### src/rtl/csa_mul_pkg.sv
// Package: shared constants and width helpers for the carry-save multiplier.
// Assumes: operand widths are positive integers.
package csa_mul_pkg;

    // Smallest operand width the array structure supports.
    localparam int CSA_MIN_WIDTH = 2;

    // Width of the full product of an m-bit and an n-bit operand.
    function automatic int prod_width(input int m, input int n);
        return m + n;
    endfunction

endpackage

### src/rtl/csa_half_cell.sv
// Half-adder cell: used where an array position has only two inputs.
// Assumes: nothing; pure combinational logic.
module csa_half_cell (
    input  logic a,
    input  logic b,
    output logic s,
    output logic co
);

    // Sum and carry of two bits.
    always_comb begin
        s  = a ^ b;
        co = a & b;
    end

endmodule

### src/rtl/csa_full_cell.sv
// Full-adder cell: used where an array position has three inputs.
// Assumes: nothing; pure combinational logic.
module csa_full_cell (
    input  logic a,
    input  logic b,
    input  logic ci,
    output logic s,
    output logic co
);

    // Sum and majority carry of three bits.
    always_comb begin
        s  = a ^ b ^ ci;
        co = (a & b) | (ci & (a ^ b));
    end

endmodule

### src/rtl/csa_merge_adder.sv
// Vector-merging adder: ripples the final sum and carry vectors of the
// array into resolved product bits.
// Assumes: W >= 1; the carry-in is zero.
module csa_merge_adder #(
    parameter int W = 4
) (
    input  logic [W-1:0] a,
    input  logic [W-1:0] b,
    output logic [W-1:0] sum,
    output logic         cout
);

    logic [W:0] rip;

    assign rip[0] = 1'b0;
    assign cout   = rip[W];

    // One full cell per bit, carry chained upward.
    for (genvar k = 0; k < W; k++) begin : g_bit
        csa_full_cell u_fa (
            .a  (a[k]),
            .b  (b[k]),
            .ci (rip[k]),
            .s  (sum[k]),
            .co (rip[k+1])
        );
    end

endmodule

### src/rtl/csa_array_mult.sv
// Carry-save array multiplier, unsigned M x N, fully combinational.
// Row 0 holds the partial products of y[0]. Each following row j adds the
// partial products of y[j] to the previous row's sum, shifted by one, and to
// the previous row's carries, which arrive at the same weight. Row 1 has no
// incoming carries, so it uses half cells. Bit 0 of row j is product bit j.
// The last row's vectors are resolved by a ripple merging adder.
// Assumes: M >= 2 and N >= 2.
module csa_array_mult
    import csa_mul_pkg::*;
#(
    parameter int M = 4,
    parameter int N = 4
) (
    input  logic [M-1:0]   x,
    input  logic [N-1:0]   y,
    output logic [M+N-1:0] z
);

    localparam int ZW = prod_width(M, N);

    logic [N-1:0][M-1:0] pp;      // partial products, row j = x & y[j]
    logic [N-1:0][M-1:0] row_s;   // sum vector leaving each row
    logic [N-1:1][M-1:0] row_c;   // carry vector leaving each row
    logic [M-1:0]        mrg_a;
    logic [M-1:0]        mrg_sum;
    logic                merge_cout;

    // Broadcast AND plane.
    for (genvar j = 0; j < N; j++) begin : g_pp_row
        for (genvar i = 0; i < M; i++) begin : g_pp_col
            assign pp[j][i] = x[i] & y[j];
        end
    end

    // Row 0 is the bare partial-product row.
    assign row_s[0] = pp[0];

    // Carry-save rows.
    for (genvar j = 1; j < N; j++) begin : g_row
        for (genvar i = 0; i < M; i++) begin : g_cell
            if (j == 1) begin : g_first
                if (i < M - 1) begin : g_ha
                    csa_half_cell u_ha (
                        .a  (pp[j][i]),
                        .b  (row_s[j-1][i+1]),
                        .s  (row_s[j][i]),
                        .co (row_c[j][i])
                    );
                end else begin : g_pass
                    assign row_s[j][i] = pp[j][i];
                    assign row_c[j][i] = 1'b0;
                end
            end else begin : g_later
                if (i < M - 1) begin : g_fa
                    csa_full_cell u_fa (
                        .a  (pp[j][i]),
                        .b  (row_s[j-1][i+1]),
                        .ci (row_c[j-1][i]),
                        .s  (row_s[j][i]),
                        .co (row_c[j][i])
                    );
                end else begin : g_ha
                    csa_half_cell u_ha (
                        .a  (pp[j][i]),
                        .b  (row_c[j-1][i]),
                        .s  (row_s[j][i]),
                        .co (row_c[j][i])
                    );
                end
            end
        end
    end

    // Low product bits come straight from the first cell of each row.
    for (genvar j = 0; j < N; j++) begin : g_low
        assign z[j] = row_s[j][0];
    end

    // Align the last sum vector with the last carry vector.
    assign mrg_a = {1'b0, row_s[N-1][M-1:1]};

    csa_merge_adder #(.W(M)) u_merge (
        .a    (mrg_a),
        .b    (row_c[N-1]),
        .sum  (mrg_sum),
        .cout (merge_cout)
    );

    // Upper product bits from the merging adder.
    assign z[ZW-1:N] = mrg_sum;

endmodule

### config.mk
export PLATFORM = sky130hd
export DESIGN_NAME = csa_array_mult
export DESIGN_NICKNAME = d
export VERILOG_FILES = /design/src/rtl/csa_mul_pkg.sv /design/src/rtl/csa_half_cell.sv /design/src/rtl/csa_full_cell.sv /design/src/rtl/csa_merge_adder.sv /design/src/rtl/csa_array_mult.sv
export SDC_FILE = /design/constraint.sdc
export NUM_CORES = 1
export LEC_CHECK = 0
export CORE_AREA = 2 2 39 41
export DETAILED_ROUTE_END_ITERATION = 12
export DIE_AREA = 0 0 41 43
export PLACE_DENSITY = 0.56
export SLEW_MARGIN = 20
export SYNTH_ARGS = -nofsm -noshare
export SYNTH_HDL_FRONTEND = slang
export SYNTH_SLANG_ARGS = --single-unit
### constraint.sdc
create_clock -name vclk -period 7.8
set_input_delay 1.56 -clock vclk [all_inputs]
set_output_delay 1.56 -clock vclk [all_outputs]
set_load 0.05 [all_outputs]
==> tab_implementation.tex <==
\begin{tabular}{lr}
\hline
Metric & Value \\
\hline
\multicolumn{2}{l}{\textbf{Finish}} \\
Area of all sequential standard cells & 0 µm² \\
Fraction of layout instances using a drive strength above 1 & 0\% \\
Layout overhead on the synthesized area & 33.8\% \\
Fill cell count & 149 \\
Antenna diodes & 0 \\
Finished layout cell area & 505 µm² \\
Flip-flop and latch count & 0 \\
Clk\_buf instances & 0 \\
Net count, final & 74 \\
\multicolumn{2}{l}{\textbf{Floorplanning}} \\
Full die area & 1760 µm² \\
Floorplan die height & 43 µm \\
Io pins & 16 \\
Initial standard-cell utilization of the core & 27.3\% \\
Width of the die & 41 µm \\
CORE AREA & 1380 µm² \\
Cell Rows & 14 \\
\multicolumn{2}{l}{\textbf{Critical path}} \\
Family with the most delay on the worst path & adder cells \\
Most common cell type on the critical path & fa\_1 \\
Crit. End Element & output port \\
Data required time at the worst endpoint & 6.24 ns \\
Data arrival at the endpoint of the critical path & 5.28 ns \\
Crit path max-delay cell type & clkdlybuf4s50\_1 \\
Type of the setup path with the least slack & input pin to output port \\
Cell chain of the critical path & clkdlybuf4s50\_1 -> and2\_1 -> ha\_1 -> inv\_1 -> fa\_1 -> inv\_1 -> fa\_1 -> ha\_1 -> fa\_1 -> fa\_1 -> clkdlybuf4s50\_1 \\
Critical path peak fanout & 4 \\
Worst Path Buf+Inv & 4 \\
Largest stage delay on the critical path & 0.79 ns \\
Worst setup SP type & input pin \\
\multicolumn{2}{l}{\textbf{Synth}} \\
Area of the mapped netlist & 378 µm² \\
Leading post-synthesis cells by cell area & fa\_1 (42\%), and2\_1 (17\%), buf\_4 (14\%), ha\_1 (13\%), inv\_1 (7.9\%) \\
Number of distinct standard cells referenced by the synthesized netlist & 6 \\
Number of nets in the synthesized netlist & 63 \\
Library cell occupying the most area in the post-synthesis netlist & fa\_1 \\
Mean instance size in the synthesized netlist & 8.79 µm² \\
Most frequent cell after synthesis & and2\_1 \\
Post-synthesis instance total & 43 \\
Top cell type's share of synthesized area & 42.4\% \\
Share of synthesized area occupied by flip-flops and latches & 0\% \\
Top cells by instance count after synthesis & and2\_1 (10), fa\_1 (8), inv\_1 (8) \\
Synthesis Warnings & 0 \\
\multicolumn{2}{l}{\textbf{Timing}} \\
Clock period minus worst slack & 6.84 ns \\
Post-Route Hold Slack & 4.41 ns \\
Count of final max-slew check failures & 0 \\
RSZ-0062 raised after global routing & no \\
Total Neg Setup Slack & 0 ns \\
Actual transition at the worst max-transition pin & 0.491 ns \\
Relative slew margins & 67.1\% \\
Number of hold violations in the final report & 0 \\
Fraction of the cycle the final worst path needs & 87.7\% \\
Maximum frequency from static timing analysis & 146 MHz \\
Final setup violation count & 0 \\
\multicolumn{2}{l}{\textbf{Power}} \\
Pwr/cell area & 129 nW/µm² \\
Post-layout power & 65.3 µW \\
P\_leak & 0.237 nW \\
Worst IR Drop VDD & 60.4 µV \\
\multicolumn{2}{l}{\textbf{GRT}} \\
Number of antenna violations at the first check in global routing & 0 \\
First-pass GRT wire length & 1.04 mm \\
Number of global-route vias before repair & 260 \\
Global route overflow & 0 \\
Largest net degree at the start of global routing & 5 \\
Overall track demand over capacity in global routing & 8.22\% \\
\multicolumn{2}{l}{\textbf{Placement}} \\
Post-detailed-placement half-perimeter wirelength & 533 µm \\
IO Port Bufs & 16 \\
RePlAce Congestion & 0.726 \\
Cell Area, Placed & 505 µm² \\
\multicolumn{2}{l}{\textbf{Clock network}} \\
Setup fix buffers added after clock tree synthesis & 0 \\
\# hold bufs at CTS & 0 \\
Resized cells post-CTS & 0 \\
\multicolumn{2}{l}{\textbf{Detailed routing}} \\
Initial drt markers & 3 \\
Ratio of routed vias to standard cells & 4.06 \\
Number of routed nets with antenna violations & 0 \\
Number of detailed-route iterations in the first pass & 4 \\
Per-cell routed wire length & 8.03 µm \\
Detailed-route via count & 276 \\
Residual DRC & 0 \\
Total detailed-routing wirelength & 546 µm \\
\multicolumn{2}{l}{\textbf{Run}} \\
Max cap viols & 0 \\
\multicolumn{2}{l}{\textbf{Worst hold path}} \\
Worst hold path type & input pin to output port \\
\multicolumn{2}{l}{\textbf{Outcome}} \\
Result of the run & completed \\
\hline
\end{tabular}
tightest hold or removal path, cell delays in order:
cell	delay, ns
clkdlybuf4s50_1	0.45
and2_1	0.15
clkdlybuf4s50_1	0.69
worst paths after layout:
kind              from    to  depth (start not counted)
setup / recovery  y[1]  z[6]                         11
hold / removal    x[0]  z[0]                          3
layout by cell type (no fill, tap or decap), drive strengths merged:
master,count
fa,8
and2,10
inv,8
nand2,6
clkdlybuf4s50,16
ha,4
report_power, final:
part / total [mW] / internal, mW / switching (mW) / leakage [nW]
Combinational: 0.0653 / 0.0236 / 0.0416 / 0.237
Sequential: 0 / 0 / 0 / 0
Clock: 0 / 0 / 0 / 0
metrics by stage:
step / utilization (%) / cells / setup slack (ns)
global placement: 36.5 / 68 / 0.915
CTS: 36.5 / 68 / 0.919
detailed placement: 36.5 / 68 / 0.929
finish: 36.5 / 68 / 0.957
floorplan: - / 43 / 2.09
global route: 36.5 / 68 / 0.799
layout make-up:
class,count,area [µm²],share of cell area (%)
tap,16,20.0,3.96
multi-input combinational,28,295,58.4
timing repair buffer,16,160,31.7
inverter,8,30.0,5.94
metal layers:
| metal | share of wire [%] | global-route usage (%) | wire [µm] | vias to the layer above |
|---|---|---|---|---|
| li1 | - | - | - | 137 |
| met1 | 40 | 11.3 | 217 | 124 |
| met2 | 52 | 14.7 | 284 | 13 |
| met3 | 7.1 | 0 | 39 | 2 |
| met4 | 0.73 | 0 | 4 | 0 |
| met5 | 0 | 0 | 0 | - |
logic make-up (layout without fill, tap and decap cells):
logic type / Yosys count / after routing / share of synthesized area (%)
and+or+nand+nor: 16 / 16 / 22.5
adders and majority gates: 12 / 12 / 55.6
buffers and inverters: 15 / 24 / 21.9
Power figures use the tool's default switching activity.
